===== src/rtl/fracn_pkg.sv =====
`timescale 1ns/1ps
package fracn_pkg;

  localparam int STAGES = 3;

  typedef enum logic {
    SEL_RATIO = 1'b0,
    SEL_MOD   = 1'b1
  } wsel_e;

  // third-order noise-shaped correction from current and delayed carries
  function automatic logic signed [3:0] mash_offset(
    input logic c1, input logic c2, input logic c2_d,
    input logic c3, input logic c3_d, input logic c3_dd);
    int v;
    v = int'(c1) + int'(c2) - int'(c2_d)
      + int'(c3) - 2 * int'(c3_d) + int'(c3_dd);
    return 4'(v);
  endfunction

endpackage


===== src/rtl/fracn_regs.sv =====
`timescale 1ns/1ps
module fracn_regs #(
  parameter int          INT_W   = 9,
  parameter int          FRAC_W  = 12,
  parameter int unsigned RST_MOD = 4095
) (
  input  logic                     clk,
  input  logic                     rst_n,
  input  logic                     ratio_wr,
  input  logic                     mod_wr,
  input  logic [INT_W+FRAC_W-1:0]  wdata,
  output logic [INT_W-1:0]         int_q,
  output logic [FRAC_W-1:0]        frac_q,
  output logic [FRAC_W-1:0]        mod_pend,
  output logic [FRAC_W-1:0]        mod_act
);
  localparam int DW = INT_W + FRAC_W;
  localparam logic [FRAC_W-1:0] MOD_INIT = FRAC_W'(RST_MOD);

  always_ff @(posedge clk or negedge rst_n) begin
    if (!rst_n) begin
      int_q    <= '0;
      frac_q   <= '0;
      mod_pend <= MOD_INIT;
      mod_act  <= MOD_INIT;
    end else begin
      if (mod_wr) mod_pend <= wdata[FRAC_W-1:0];
      if (ratio_wr) begin
        int_q   <= wdata[DW-1:FRAC_W];
        frac_q  <= wdata[FRAC_W-1:0];
        mod_act <= mod_pend;
      end
    end
  end
endmodule


===== src/rtl/fracn_acc_stage.sv =====
`timescale 1ns/1ps
module fracn_acc_stage #(
  parameter int W = 12
) (
  input  logic         clk,
  input  logic         rst_n,
  input  logic         clr,
  input  logic         adv,
  input  logic [W-1:0] addend,
  input  logic [W-1:0] modulus,
  output logic [W-1:0] res_q,
  output logic [W-1:0] res_nx,
  output logic         carry
);
  logic [W:0] sum;

  always_comb begin
    sum    = {1'b0, res_q} + {1'b0, addend};
    carry  = (sum >= {1'b0, modulus});
    res_nx = carry ? W'(sum - {1'b0, modulus}) : sum[W-1:0];
  end

  always_ff @(posedge clk or negedge rst_n) begin
    if (!rst_n)   res_q <= '0;
    else if (clr) res_q <= '0;
    else if (adv) res_q <= res_nx;
  end
endmodule


===== src/rtl/fracn_noise_comb.sv =====
`timescale 1ns/1ps
module fracn_noise_comb
  import fracn_pkg::*;
#(
  parameter int INT_W = 9
) (
  input  logic              clk,
  input  logic              rst_n,
  input  logic              clr,
  input  logic              adv,
  input  logic [STAGES-1:0] carry,
  input  logic [INT_W-1:0]  int_val,
  output logic [INT_W:0]    n_q
);
  localparam int NW = INT_W + 1;

  logic              c2_d, c3_d, c3_dd;
  logic signed [3:0] offset;
  logic [NW-1:0]     n_sum;

  assign offset = mash_offset(carry[0], carry[1], c2_d, carry[2], c3_d, c3_dd);
  assign n_sum  = {1'b0, int_val} + {{(NW-4){offset[3]}}, offset};

  always_ff @(posedge clk or negedge rst_n) begin
    if (!rst_n) begin
      c2_d  <= 1'b0;
      c3_d  <= 1'b0;
      c3_dd <= 1'b0;
      n_q   <= '0;
    end else if (clr) begin
      c2_d  <= 1'b0;
      c3_d  <= 1'b0;
      c3_dd <= 1'b0;
    end else if (adv) begin
      c2_d  <= carry[1];
      c3_d  <= carry[2];
      c3_dd <= c3_d;
      n_q   <= n_sum;
    end
  end
endmodule


===== src/rtl/fracn_divctl.sv =====
`timescale 1ns/1ps
module fracn_divctl
  import fracn_pkg::*;
#(
  parameter int          INT_W   = 9,
  parameter int          FRAC_W  = 12,
  parameter int unsigned RST_MOD = 4095
) (
  input  logic                    clk,
  input  logic                    rst_n,
  input  logic                    wr_en,
  input  logic                    wr_sel,
  input  logic [INT_W+FRAC_W-1:0] wr_data,
  input  logic                    step,
  output logic [INT_W:0]          n_out
);
  logic ratio_wr, mod_wr, step_go;
  logic [INT_W-1:0]  int_q;
  logic [FRAC_W-1:0] frac_q, mod_pend, mod_act;
  logic [STAGES-1:0][FRAC_W-1:0] res_q, res_nx;
  logic [STAGES-1:0] carry;

  assign ratio_wr = wr_en && (wsel_e'(wr_sel) == SEL_RATIO);
  assign mod_wr   = wr_en && (wsel_e'(wr_sel) == SEL_MOD);
  assign step_go  = step && !wr_en;

  fracn_regs #(.INT_W(INT_W), .FRAC_W(FRAC_W), .RST_MOD(RST_MOD)) u_regs (
    .clk(clk), .rst_n(rst_n), .ratio_wr(ratio_wr), .mod_wr(mod_wr),
    .wdata(wr_data), .int_q(int_q), .frac_q(frac_q),
    .mod_pend(mod_pend), .mod_act(mod_act)
  );

  for (genvar k = 0; k < STAGES; k++) begin : g_stage
    logic [FRAC_W-1:0] addend;
    if (k == 0) begin : g_head
      assign addend = frac_q;
    end else begin : g_tail
      assign addend = res_nx[k-1];
    end
    fracn_acc_stage #(.W(FRAC_W)) u_acc (
      .clk(clk), .rst_n(rst_n), .clr(ratio_wr), .adv(step_go),
      .addend(addend), .modulus(mod_act),
      .res_q(res_q[k]), .res_nx(res_nx[k]), .carry(carry[k])
    );
  end

  fracn_noise_comb #(.INT_W(INT_W)) u_comb (
    .clk(clk), .rst_n(rst_n), .clr(ratio_wr), .adv(step_go),
    .carry(carry), .int_val(int_q), .n_q(n_out)
  );
endmodule


===== config.mk =====
export PLATFORM = sky130hd
export DESIGN_NAME = fracn_divctl
export DESIGN_NICKNAME = d
export VERILOG_FILES = /design/src/rtl/fracn_pkg.sv /design/src/rtl/fracn_regs.sv /design/src/rtl/fracn_acc_stage.sv /design/src/rtl/fracn_noise_comb.sv /design/src/rtl/fracn_divctl.sv
export SDC_FILE = /design/constraint.sdc
export NUM_CORES = 1
export LEC_CHECK = 0
export ABC_AREA = 1
export BUFFER_PORTS_ARGS = -buffer_cell sky130_fd_sc_hd__buf_2
export CORE_ASPECT_RATIO = 1.1
export CORE_MARGIN = 2
export CORE_UTILIZATION = 64
export CTS_CLUSTER_DIAMETER = 150
export CTS_CLUSTER_SIZE = 8
export DETAILED_ROUTE_END_ITERATION = 16
export PLACE_DENSITY_LB_ADDON = 0.25
export SLEW_MARGIN = 10
export SYNTH_ARGS = -nofsm -noshare
export SYNTH_HDL_FRONTEND = slang
export SYNTH_HIERARCHICAL = 1
export SYNTH_SLANG_ARGS = --single-unit

===== constraint.sdc =====
create_clock -name clk -period 10.17 [get_ports clk]
set_input_delay 0.5085 -clock clk [delete_from_list [all_inputs] [get_ports clk]]
set_output_delay 0.5085 -clock clk [all_outputs]
set_load 0.05 [all_outputs]

==> out/metrics.sh <==
SEQ_AREA_MM2=0.00238
CPMOSTUSEDCELL='nand2_1'
GRT.MET3_USAGE_PCT=4.01
CRITPATHCAPTURETYPE='flip-flop'
DESIGN.PORTCOUNT=36
DRIVE_ABOVE_1_SHARE_PCT=17.7
START_UTIL_PCT=65.7
SYNTH_AREA_MM2=0.00914
COREAREA_MM2=0.0139
BUSIEST_LAYER='met2'
H-TREE-DEPTH=3
CRITPATHSLOWESTCELL='dfrtp_1'
HPWL_UM=18000
SLEW_VIOLATIONS=0
DIE_HEIGHT_UM=129
DETAIL_ROUTE.VIAS_PER_CELL=5.49
ANTENNA_VIOLATIONS_BEFORE_REPAIR=0
ROW_COUNT=45
CTS_CLK_PIN_SLEW_WORST_PATHS_NS=0.07
CRIT_REQUIRED_NS=10.41
PORT_BUFFERS=35
NUMBER_OF_CLOCK_BUFFERS_INSERTED_BY_TRITONCTS=9
REMAINING_MAX_SLEW_BUDGET_AT_THE_TIGHTEST_PIN_PCT=35.4
TIMING.REG2REG.WORST_PATH_DEPTH=65
DIE_WIDTH_UM=118
DESIGN.DIE.AREA_MM2=0.0153
GRT_REMAINING_OVERFLOW=0
DETAILEDROUTE.FIRSTITERATIONVIOLATIONS=657
SETUP_VIOLATION_TOTAL_IN_THE_FINAL_TIMING_REPORT=0
CLOCK_SKEW_NS=0.00985
HOLDBUFCOUNTCTS=0
FINALHOLDVIOLCOUNT=0
TIMING.CRITICAL_PATH.ARRIVAL_NS=10.05
ANTENNA_CELLS_INSERTED=0
RRSETUPSLACK_NS=0.37
WORST-PATH-BUF-INV=8
SYNTH.NET_COUNT=1480
MULTI_INPUT_GATE_AREA_IN_THE_FINAL_LAYOUT_MM2=0.00622
ROUTED_WIRE_LENGTH_PER_INSTANCE_UM=15.2
ROUTED-VIA-COUNT=8760
TRITONCTS_CLOCK_TREE='yes'
LAYOUT.CORE_UTILIZATION_PCT=74.0
FINALNETCOUNT=1526
MET1_USAGE_PCT=39.9
ROUTE.DETAILED.DRC=0
GRT_UTIL_ALL_LAYERS_PCT=31.0
POSTROUTEANTENNANETS=0
AREAGROWTHSYNTHTOFINISH_PCT=12.7
WORSTSKEWPAIRLATENCY_NS=0.35
TIMING_WORST_SLEW_PIN_VALUE_NS=0.965
STATUS='completed'
CRITICAL_PATH.REG2REG.ENDPOINT='u_comb/n_q[8]'
CLOCK-ROOT-BUFFER='clkbuf_16'
FILLERINSTANCES=1160
FINAL_ESTIMATED_ROUTING_CONGESTION_IN_GLOBAL_PLACEMENT=0.938
TIMING.RR.START='g_stage[0].u_acc/res_q[3]'
ROUTED_WL_UM=24300
TIMING.CRITICAL_PATH.FROM_TYPE='flip-flop'
TIMING.FINAL.CRIT_PERIOD_NS=9.80
TIMING.CRITICAL_PATH.MAX_DELAY_FAMILY='simple AND/OR/NAND/NOR gates'
POST_SYNTH_INST_COUNT=1358
POST_SYNTH.CELL_AREA_AVG_UM2=6.73
MAX_FREQ_GHz=0.102
LAYOUT_WORST_PATH_CYCLE_SHARE_PCT=96.4
GRT_START_MAX_NET_PINS=72
TIMING.CRITICAL_PATH.FANOUT_MAX=12
GRTUSAGEMET2_PCT=51.8
TIMING_WORST_SETUP_PATH_TYPE='flip-flop to flip-flop'
GRT_PASS1_WL_UM=38100
CPPEAKSTAGEDELAY_NS=0.40
CLOCK_TREE.BUFFER_DEPTH=2
DETAILEDROUTE.FIRSTPASSITERATIONCOUNT=6
HOLDCRITPATHCLASS='input pin to async pin'
NUMCLOCKSINKS=94
CAP_VIOL_MAX_COUNT=0
FIRST_GLOBAL_VIAS=8129
SYNTH-WARNING-COUNT=6
sequential cells by signal, summed over array words and instances (netlist names):
register / cells
u_regs/int_q: 9
u_regs/frac_q: 12
u_regs/mod_act: 12
g_stage.u_acc/res_q: 36
u_comb/c3_dd: 1
u_comb/c3_d: 1
u_comb/c2_d: 1
u_comb/n_q: 10
u_regs/mod_pend: 12
routing by layer:
layer | wire (µm) | part of all wire [%]
met1 | 10400 | 43
met2 | 11400 | 47
met3 | 1360 | 5.6
met4 | 1170 | 4.8
met5 | 0 | 0
placed cells by master, fill, tap and decap left out, drive strengths merged:
| master | n |
|---|---|
| dfstp | 24 |
| nor2 | 90 |
| a21o | 3 |
| clkinvlp | 1 |
| clkbuf | 11 |
| fa | 9 |
| nand3b | 6 |
| nand3 | 141 |
| inv | 215 |
| a31oi | 3 |
| nand2 | 529 |
| and2 | 24 |
| o21ai | 15 |
| dfrtp | 70 |
| a21oi | 37 |
| xnor2 | 12 |
| xor2 | 36 |
| or2 | 1 |
| nor3 | 3 |
| a211o | 3 |
| o21bai | 8 |
| nand4 | 16 |
| buf | 59 |
| o21a | 1 |
| ha | 87 |
| o22ai | 3 |
| clkinv | 2 |
metrics by stage:
step | instances | setup slack [ns] | cell area, µm² | TNS, ns | hold WS (ns)
floorplan | 1358 | 0.995 | 9140 | 0 | 0.213
global placement | 1565 | 0.158 | 9380 | 0 | 0.433
detailed placement | 1565 | -0.0941 | 9380 | -0.357 | 0.433
CTS | 1583 | 0.0203 | 9730 | 0 | 0.0673
global route | 1597 | -0.224 | 10300 | -0.762 | 0.0906
finish | 1597 | 0.368 | 10300 | 0 | 0.0563
area by class of cell:
cell class	count	area share [%]
multi-input combinational	1027	60.4
sequential	94	23.1
inverter	213	7.87
timing repair buffer	59	3.48
clock buffer	11	2.47
tap	188	2.28
clock inverter	5	0.389
how the worst max path moves through the flow:
stage | startpoint | end | slack (ns) | cells after the start
floorplan | g_stage[0].u_acc/res_q[0] | u_comb/n_q[7] | 1.0 | 67
global placement | g_stage[0].u_acc/res_q[0] | u_comb/n_q[9] | 0.16 | 66
detailed placement | g_stage[0].u_acc/res_q[0] | u_comb/n_q[7] | -0.09 | 67
CTS | g_stage[0].u_acc/res_q[0] | u_comb/n_q[6] | 0.02 | 66
global route | g_stage[0].u_acc/res_q[6] | u_comb/n_q[8] | -0.22 | 67
finish | g_stage[0].u_acc/res_q[3] | u_comb/n_q[8] | 0.37 | 65
what timing repair did:
action                                  4_1_cts  5_1_grt
pin swaps                                     1        9
setup buffers                                 2       13
endpoints found under the setup margin        7       10
cloned                                        0        1
gates resized for setup                       6       72
Power is not shown: default switching activity piles up to over one toggle a cycle in this logic, so the estimate is an artifact.
